[src/rtl/mon_conv_seq_pkg.sv]
package mon_conv_seq_pkg;

  typedef enum logic [1:0] {
    ST_OFF,
    ST_WAKE,
    ST_ISSUE,
    ST_WAIT
  } seq_state_e;

  typedef struct packed {
    logic run;
    logic once;
    logic shunt;
    logic bus;
  } mode_dec_t;

  function automatic mode_dec_t decode_mode(logic [2:0] m);
    mode_dec_t d;
    d.run   = (m[1:0] != 2'b00);
    d.once  = ~m[2];
    d.shunt = m[0];
    d.bus   = m[1];
    return d;
  endfunction

endpackage

[src/rtl/conv_step_pick.sv]
module conv_step_pick #(
  parameter int NS = 6,
  parameter int SW = 3
) (
  input  logic [NS-1:0] vld_i,
  input  logic [SW-1:0] from_i,
  output logic          hit_o,
  output logic [SW-1:0] idx_o
);

  // lowest valid step at or above from_i
  always_comb begin
    hit_o = 1'b0;
    idx_o = '0;
    for (int i = NS - 1; i >= 0; i--) begin
      if (vld_i[i] && (SW'(i) >= from_i)) begin
        hit_o = 1'b1;
        idx_o = SW'(i);
      end
    end
  end

endmodule

[src/rtl/conv_wake_timer.sv]
module conv_wake_timer #(
  parameter int WAKE_CYC = 5000
) (
  input  logic clk_i,
  input  logic rst_ni,
  input  logic clr_i,
  input  logic run_i,
  output logic expire_o
);

  localparam int TW = $clog2(WAKE_CYC + 1);

  logic [TW-1:0] cnt_q;

  assign expire_o = run_i && (cnt_q == TW'(WAKE_CYC - 1));

  always_ff @(posedge clk_i or negedge rst_ni) begin
    if (!rst_ni) begin
      cnt_q <= '0;
    end else if (clr_i) begin
      cnt_q <= '0;
    end else if (run_i && !expire_o) begin
      cnt_q <= cnt_q + TW'(1);
    end
  end

endmodule

[src/rtl/conv_res_bank.sv]
module conv_res_bank #(
  parameter int NCH = 3,
  parameter int DW  = 16,
  parameter int CW  = 2
) (
  input  logic            clk_i,
  input  logic            rst_ni,
  input  logic            we_i,
  input  logic [CW-1:0]   chan_i,
  input  logic            bus_i,
  input  logic [DW-1:0]   data_i,
  output logic [NCH*DW-1:0] shunt_o,
  output logic [NCH*DW-1:0] bus_o
);

  for (genvar c = 0; c < NCH; c++) begin : g_ch
    logic [DW-1:0] sh_q, bs_q;
    logic          sel;

    assign sel = we_i && (chan_i == CW'(c));

    always_ff @(posedge clk_i or negedge rst_ni) begin
      if (!rst_ni) begin
        sh_q <= '0;
        bs_q <= '0;
      end else if (sel) begin
        if (bus_i) bs_q <= data_i;
        else       sh_q <= data_i;
      end
    end

    assign shunt_o[c*DW +: DW] = sh_q;
    assign bus_o[c*DW +: DW]   = bs_q;
  end

endmodule

[src/rtl/mon_conv_seq.sv]
module mon_conv_seq
  import mon_conv_seq_pkg::*;
#(
  parameter int NCH      = 3,
  parameter int DW       = 16,
  parameter int WAKE_CYC = 5000
) (
  input  logic                   clk_i,
  input  logic                   rst_ni,
  input  logic                   cfg_we_i,
  input  logic [2:0]             cfg_mode_i,
  input  logic [NCH-1:0]         cfg_chen_i,
  input  logic                   flag_rd_i,
  output logic                   adc_start_o,
  output logic [$clog2(NCH)-1:0] adc_chan_o,
  output logic                   adc_bus_o,
  input  logic                   adc_done_i,
  input  logic [DW-1:0]          adc_data_i,
  output logic [NCH*DW-1:0]      shunt_res_o,
  output logic [NCH*DW-1:0]      bus_res_o,
  output logic                   conv_rdy_o,
  output logic                   pwr_down_o
);

  localparam int CW = $clog2(NCH);
  localparam int NS = 2 * NCH;
  localparam int SW = $clog2(NS + 1);

  seq_state_e     state_q;
  logic [2:0]     mode_q;
  logic [NCH-1:0] chen_q;
  logic [SW-1:0]  ptr_q, cur_q;
  logic           drop_q, rdy_q;

  mode_dec_t      mdec, wdec;
  logic [NS-1:0]  vmask;
  logic [SW-1:0]  pick_from, pick_idx, tag_idx;
  logic           pick_hit, start_raw, acc, pass_end;
  logic           wake_exp, rdy_set, rdy_clr, wr_empty_once;

  assign mdec = decode_mode(mode_q);
  assign wdec = decode_mode(cfg_mode_i);

  // step 2c = shunt of channel c, step 2c+1 = bus of channel c
  for (genvar c = 0; c < NCH; c++) begin : g_mask
    assign vmask[2*c]   = chen_q[c] & mdec.shunt;
    assign vmask[2*c+1] = chen_q[c] & mdec.bus;
  end

  assign pick_from = (state_q == ST_WAIT) ? cur_q + SW'(1) : ptr_q;

  conv_step_pick #(.NS(NS), .SW(SW)) u_pick (
    .vld_i  (vmask),
    .from_i (pick_from),
    .hit_o  (pick_hit),
    .idx_o  (pick_idx)
  );

  conv_wake_timer #(.WAKE_CYC(WAKE_CYC)) u_wake (
    .clk_i    (clk_i),
    .rst_ni   (rst_ni),
    .clr_i    (cfg_we_i),
    .run_i    (state_q == ST_WAKE),
    .expire_o (wake_exp)
  );

  assign start_raw = (state_q == ST_ISSUE) && pick_hit && !drop_q;
  assign acc       = (state_q == ST_WAIT) && adc_done_i && !cfg_we_i;
  assign pass_end  = acc && !pick_hit;

  assign wr_empty_once = cfg_we_i && wdec.run && wdec.once && (cfg_chen_i == '0);
  assign rdy_set = pass_end || wr_empty_once;
  assign rdy_clr = flag_rd_i || (cfg_we_i && wdec.run);

  always_ff @(posedge clk_i or negedge rst_ni) begin
    if (!rst_ni) begin
      state_q <= ST_OFF;
      mode_q  <= '0;
      chen_q  <= '0;
      ptr_q   <= '0;
      cur_q   <= '0;
      drop_q  <= 1'b0;
      rdy_q   <= 1'b0;
    end else begin
      if (adc_done_i && drop_q) drop_q <= 1'b0;

      if (rdy_set)      rdy_q <= 1'b1;
      else if (rdy_clr) rdy_q <= 1'b0;

      if (cfg_we_i) begin
        mode_q <= cfg_mode_i;
        chen_q <= cfg_chen_i;
        ptr_q  <= '0;
        // a conversion in flight (or issued this cycle) is abandoned
        if ((state_q == ST_WAIT && !adc_done_i) || start_raw) drop_q <= 1'b1;
        if (!wdec.run || wr_empty_once) begin
          state_q <= ST_OFF;
        end else if (state_q == ST_OFF || state_q == ST_WAKE) begin
          state_q <= ST_WAKE;
        end else begin
          state_q <= ST_ISSUE;
        end
      end else begin
        unique case (state_q)
          ST_WAKE: if (wake_exp) state_q <= ST_ISSUE;
          ST_ISSUE: begin
            if (start_raw) begin
              cur_q   <= pick_idx;
              state_q <= ST_WAIT;
            end
          end
          ST_WAIT: begin
            if (adc_done_i) begin
              if (pick_hit) begin
                ptr_q   <= pick_idx;
                state_q <= ST_ISSUE;
              end else begin
                ptr_q   <= '0;
                state_q <= mdec.once ? ST_OFF : ST_ISSUE;
              end
            end
          end
          default: ;
        endcase
      end
    end
  end

  conv_res_bank #(.NCH(NCH), .DW(DW), .CW(CW)) u_bank (
    .clk_i   (clk_i),
    .rst_ni  (rst_ni),
    .we_i    (acc),
    .chan_i  (CW'(cur_q >> 1)),
    .bus_i   (cur_q[0]),
    .data_i  (adc_data_i),
    .shunt_o (shunt_res_o),
    .bus_o   (bus_res_o)
  );

  assign tag_idx     = (state_q == ST_WAIT) ? cur_q : pick_idx;
  assign adc_start_o = start_raw;
  assign adc_chan_o  = CW'(tag_idx >> 1);
  assign adc_bus_o   = tag_idx[0];
  assign conv_rdy_o  = rdy_q;
  assign pwr_down_o  = (state_q == ST_OFF);

endmodule

[config.mk]
export PLATFORM = sky130hd
export DESIGN_NAME = mon_conv_seq
export DESIGN_NICKNAME = d
export VERILOG_FILES = /design/src/rtl/mon_conv_seq_pkg.sv /design/src/rtl/conv_step_pick.sv /design/src/rtl/conv_wake_timer.sv /design/src/rtl/conv_res_bank.sv /design/src/rtl/mon_conv_seq.sv
export SDC_FILE = /design/constraint.sdc
export NUM_CORES = 1
export LEC_CHECK = 0
export ABC_AREA = 1
export CORE_MARGIN = 8
export CORE_UTILIZATION = 55
export DETAILED_ROUTE_END_ITERATION = 10
export DONT_BUFFER_PORTS = 1
export GPL_TIMING_DRIVEN = 0
export PLACE_DENSITY = 0.67
export SKIP_CTS_REPAIR_TIMING = 1
export SYNTH_ARGS = -nofsm -noshare
export SYNTH_HDL_FRONTEND = slang
export SYNTH_HIERARCHICAL = 1
export SYNTH_SLANG_ARGS = --single-unit
[constraint.sdc]
create_clock -name clk_i -period 3.8 [get_ports clk_i]
set_input_delay 0.19 -clock clk_i [delete_from_list [all_inputs] [get_ports clk_i]]
set_output_delay 0.19 -clock clk_i [all_outputs]
set_load 0.005 [all_outputs]
==> results.cfg <==
[finish]
final_cell_mix = nand2_1 (298), dfrtp_1 (125), nand4_1 (74), nand3_1 (62), nor2_1 (32)
layout.nets = 801
multi_input_area_sq_um = 2410
num-fill-cells = 852
regArea_sq_um = 3130
area_growth_pct = 18.8
drive_gt1_share_pct = 9.86
layout_commonest_cell = nand2_1

[power]
power_density_nw_per_um2 = 704
intPower_mw = 3.19
p_switching_mw = 1.72
seq_power_share_pct = 42.4
swShare_pct = 35.0
p_clk_share_pct = 35.6
pwr-share-comb_pct = 22.0
ir_drop_v = 0.000359
leakage_nw = 3.66

[sta]
rsz0062_at_grt = false
worst_slack_ns = 0.749
maxSlewHeadroom_pct = 59.0
slew_viol_final = 0
fin_skew_ns = 0.0104
setup_viol = 0
min_period_ns = 3.05
max_freq_mhz = 328
tightest_slew_ns = 0.609
hold_ws_ns = -0.0179
fin_crit_sh_pct = 80.3
hold_viol_final = 3
tns_ns = 0

[critical_path]
max_stage_delay_ns = 0.49
crit_family = compound AO/OA/AOI/OAI gates
critPathRequiredTime_ns = 3.61
crit_chain = ha_1, xnor2_1, o21ai_0, inv_1, nand2_1, nand2_1, nor3_2, inv_1, o21ai_0
critical_path_arrival_ns = 2.86
critPathLaunchType = flip-flop
critPathBufInv = 2
crit_path_max_fanout = 7
crit_slowest_cell = o21ai_0
critical_path_class = reg -> out
end_kind = output port

[outcome]
violations = hold timing
status = finished with violations

[floorplanning]
row_count = 37
dieArea_sq_um = 14300
die_y_microns = 119
design.core.area_sq_um = 10400
die_x_microns = 119
start_util_pct = 56.7
io_pins = 129

[clock_network]
clk_latency_ns = 0.52
cts_buffer_depth = 2
cts_tree = done
cts_root_buf = clkbuf_8
cts_buffers = 17
clk_pin_slew_ns = 0.06
cts_num_sinks = 125
htree_num_levels = 4

[synthesis]
synth_area_sq_um = 5880
syn_avg_cell_area_sq_um = 8.14
yosys_warnings = 6
syn_inst = 722
syn-num-nets = 755
yosysSeqAreaShare_pct = 53.2
synth_cell_type_count = 29
ys_seq_elements = 125

[flow_run]
maxCapViolCount = 0

[placed_design]
place_ws_ns = 1.28
globalplace.congestion = 0.869
post-dp-hpwl_microns = 11800
io_buffers = 0

[drt]
vias = 5264
ant_nets = 0
dr.pass1.iters = 5
vias_per_cell = 5.73
drc_errors = 0
drt_iter0_drc = 550
wire_per_inst_microns = 18.6
drt_wl_total_microns = 17100

[min_path]
min_path_type = in -> reg

[global_routing]
grt_use_total_pct = 23.6
overflow = 0
grt_max_degree = 126
grt_pass1_vias = 4940
grt_pass1_wl_microns = 26900
antenna_found_initial = 2
-- Yosys cell counts, drive strengths merged --
master | n | area share, %
a21oi | 5 | 0.43
buf | 30 | 2.7
clkbuf | 11 | 0.70
clkinv | 1 | 0.064
dfrtp | 125 | 53
ha | 6 | 1.3
inv | 36 | 2.3
nand2 | 304 | 20
nand3 | 65 | 5.8
nand3b | 1 | 0.13
nand4 | 74 | 7.9
nor2 | 34 | 2.3
nor3 | 6 | 0.98
o21a | 1 | 0.13
o21ai | 17 | 1.5
xnor2 | 2 | 0.30
xor2 | 4 | 0.60
-- routing by layer --
metal | vias up | track usage (%) | share of wire [%]
met5 | - | 0 | 0.047
met4 | 2 | 8.43 | 1.2
met3 | 23 | 11.1 | 12
met2 | 230 | 34.7 | 46
met1 | 2539 | 29.9 | 41
li1 | 2470 | - | -
-- worst min-delay path: stages --
cell and delay (ns):
buf_4 0.15, nand2_1 0.06, nand2_1 0.05
-- sequential cells by signal, indices dropped and copies added, names as in the netlist --
signal and count:
chen_q 3, ptr_q 3, drop_q 1, state_q 2, conv_rdy_o 1, u_bank/g_ch.bs_q 48
cur_q 3, mode_q 3, u_bank/g_ch.sh_q 48, u_wake/cnt_q 13
-- power groups by stage --
stage,sequential (mW),combinational (mW),clock (mW)
after floorplan,1.96,0.773,0
after global placement,2.10,0.940,0
after detailed placement,2.11,0.986,0
after CTS,2.09,0.996,1.77
after global routing,2.14,1.24,1.83
final,2.08,1.08,1.75
-- cell families after synthesis --
kind of cell / share of synthesized area (%)
simple gates: 36.8
flops: 53.2
buf+inv: 5.77
compound gates: 2.06
xor+xnor: 0.894
fa+ha+maj: 1.28
-- metrics by stage --
stage / utilization, % / cell area (sq um) / hold slack (ns) / power (mW) / std cells
after floorplan: - / 5880 / -0.106 / 2.73 / 722
after global placement: 58.3 / 6050 / -0.101 / 3.04 / 858
after detailed placement: 58.3 / 6050 / -0.0995 / 3.10 / 858
after CTS: 64.5 / 6690 / -0.648 / 4.87 / 890
after global routing: 67.3 / 6980 / 0.00379 / 5.21 / 918
final: 67.3 / 6980 / -0.0179 / 4.92 / 918
-- worst paths after layout --
kind,start,to,slack [ns],cells past startpoint
worst min register to register,mode_q[2]$_DFFE_PN0P_,mode_q[2]$_DFFE_PN0P_,0.49,2
max in group asynchronous,rst_ni,u_bank/g_ch[2].bs_q[15]$_DFFE_PN0P_,3.04,2
worst min-delay path,cfg_we_i,chen_q[0]$_DFFE_PN0P_,-0.02,3
worst max-delay path,cur_q[1]$_DFFE_PN0P_,adc_chan_o[1],0.75,9
min in group asynchronous,rst_ni,u_wake/cnt_q[9]$_DFFE_PN0P_,0.29,2
worst max register to register,cur_q[1]$_DFFE_PN0P_,state_q[0]$_DFFE_PN0P_,1.19,12
-- final cells by class --
class	count	area share, %
sequential	125	44.8
multi-input combinational	519	34.5
clock buffer	20	6.24
timing repair buffer	27	4.12
clock inverter	12	2.97
buffer	41	2.87
tap	136	2.44
inverter	37	1.99
antenna	1	0.0358
No activity file was read; power rests on OpenSTA's default activity.
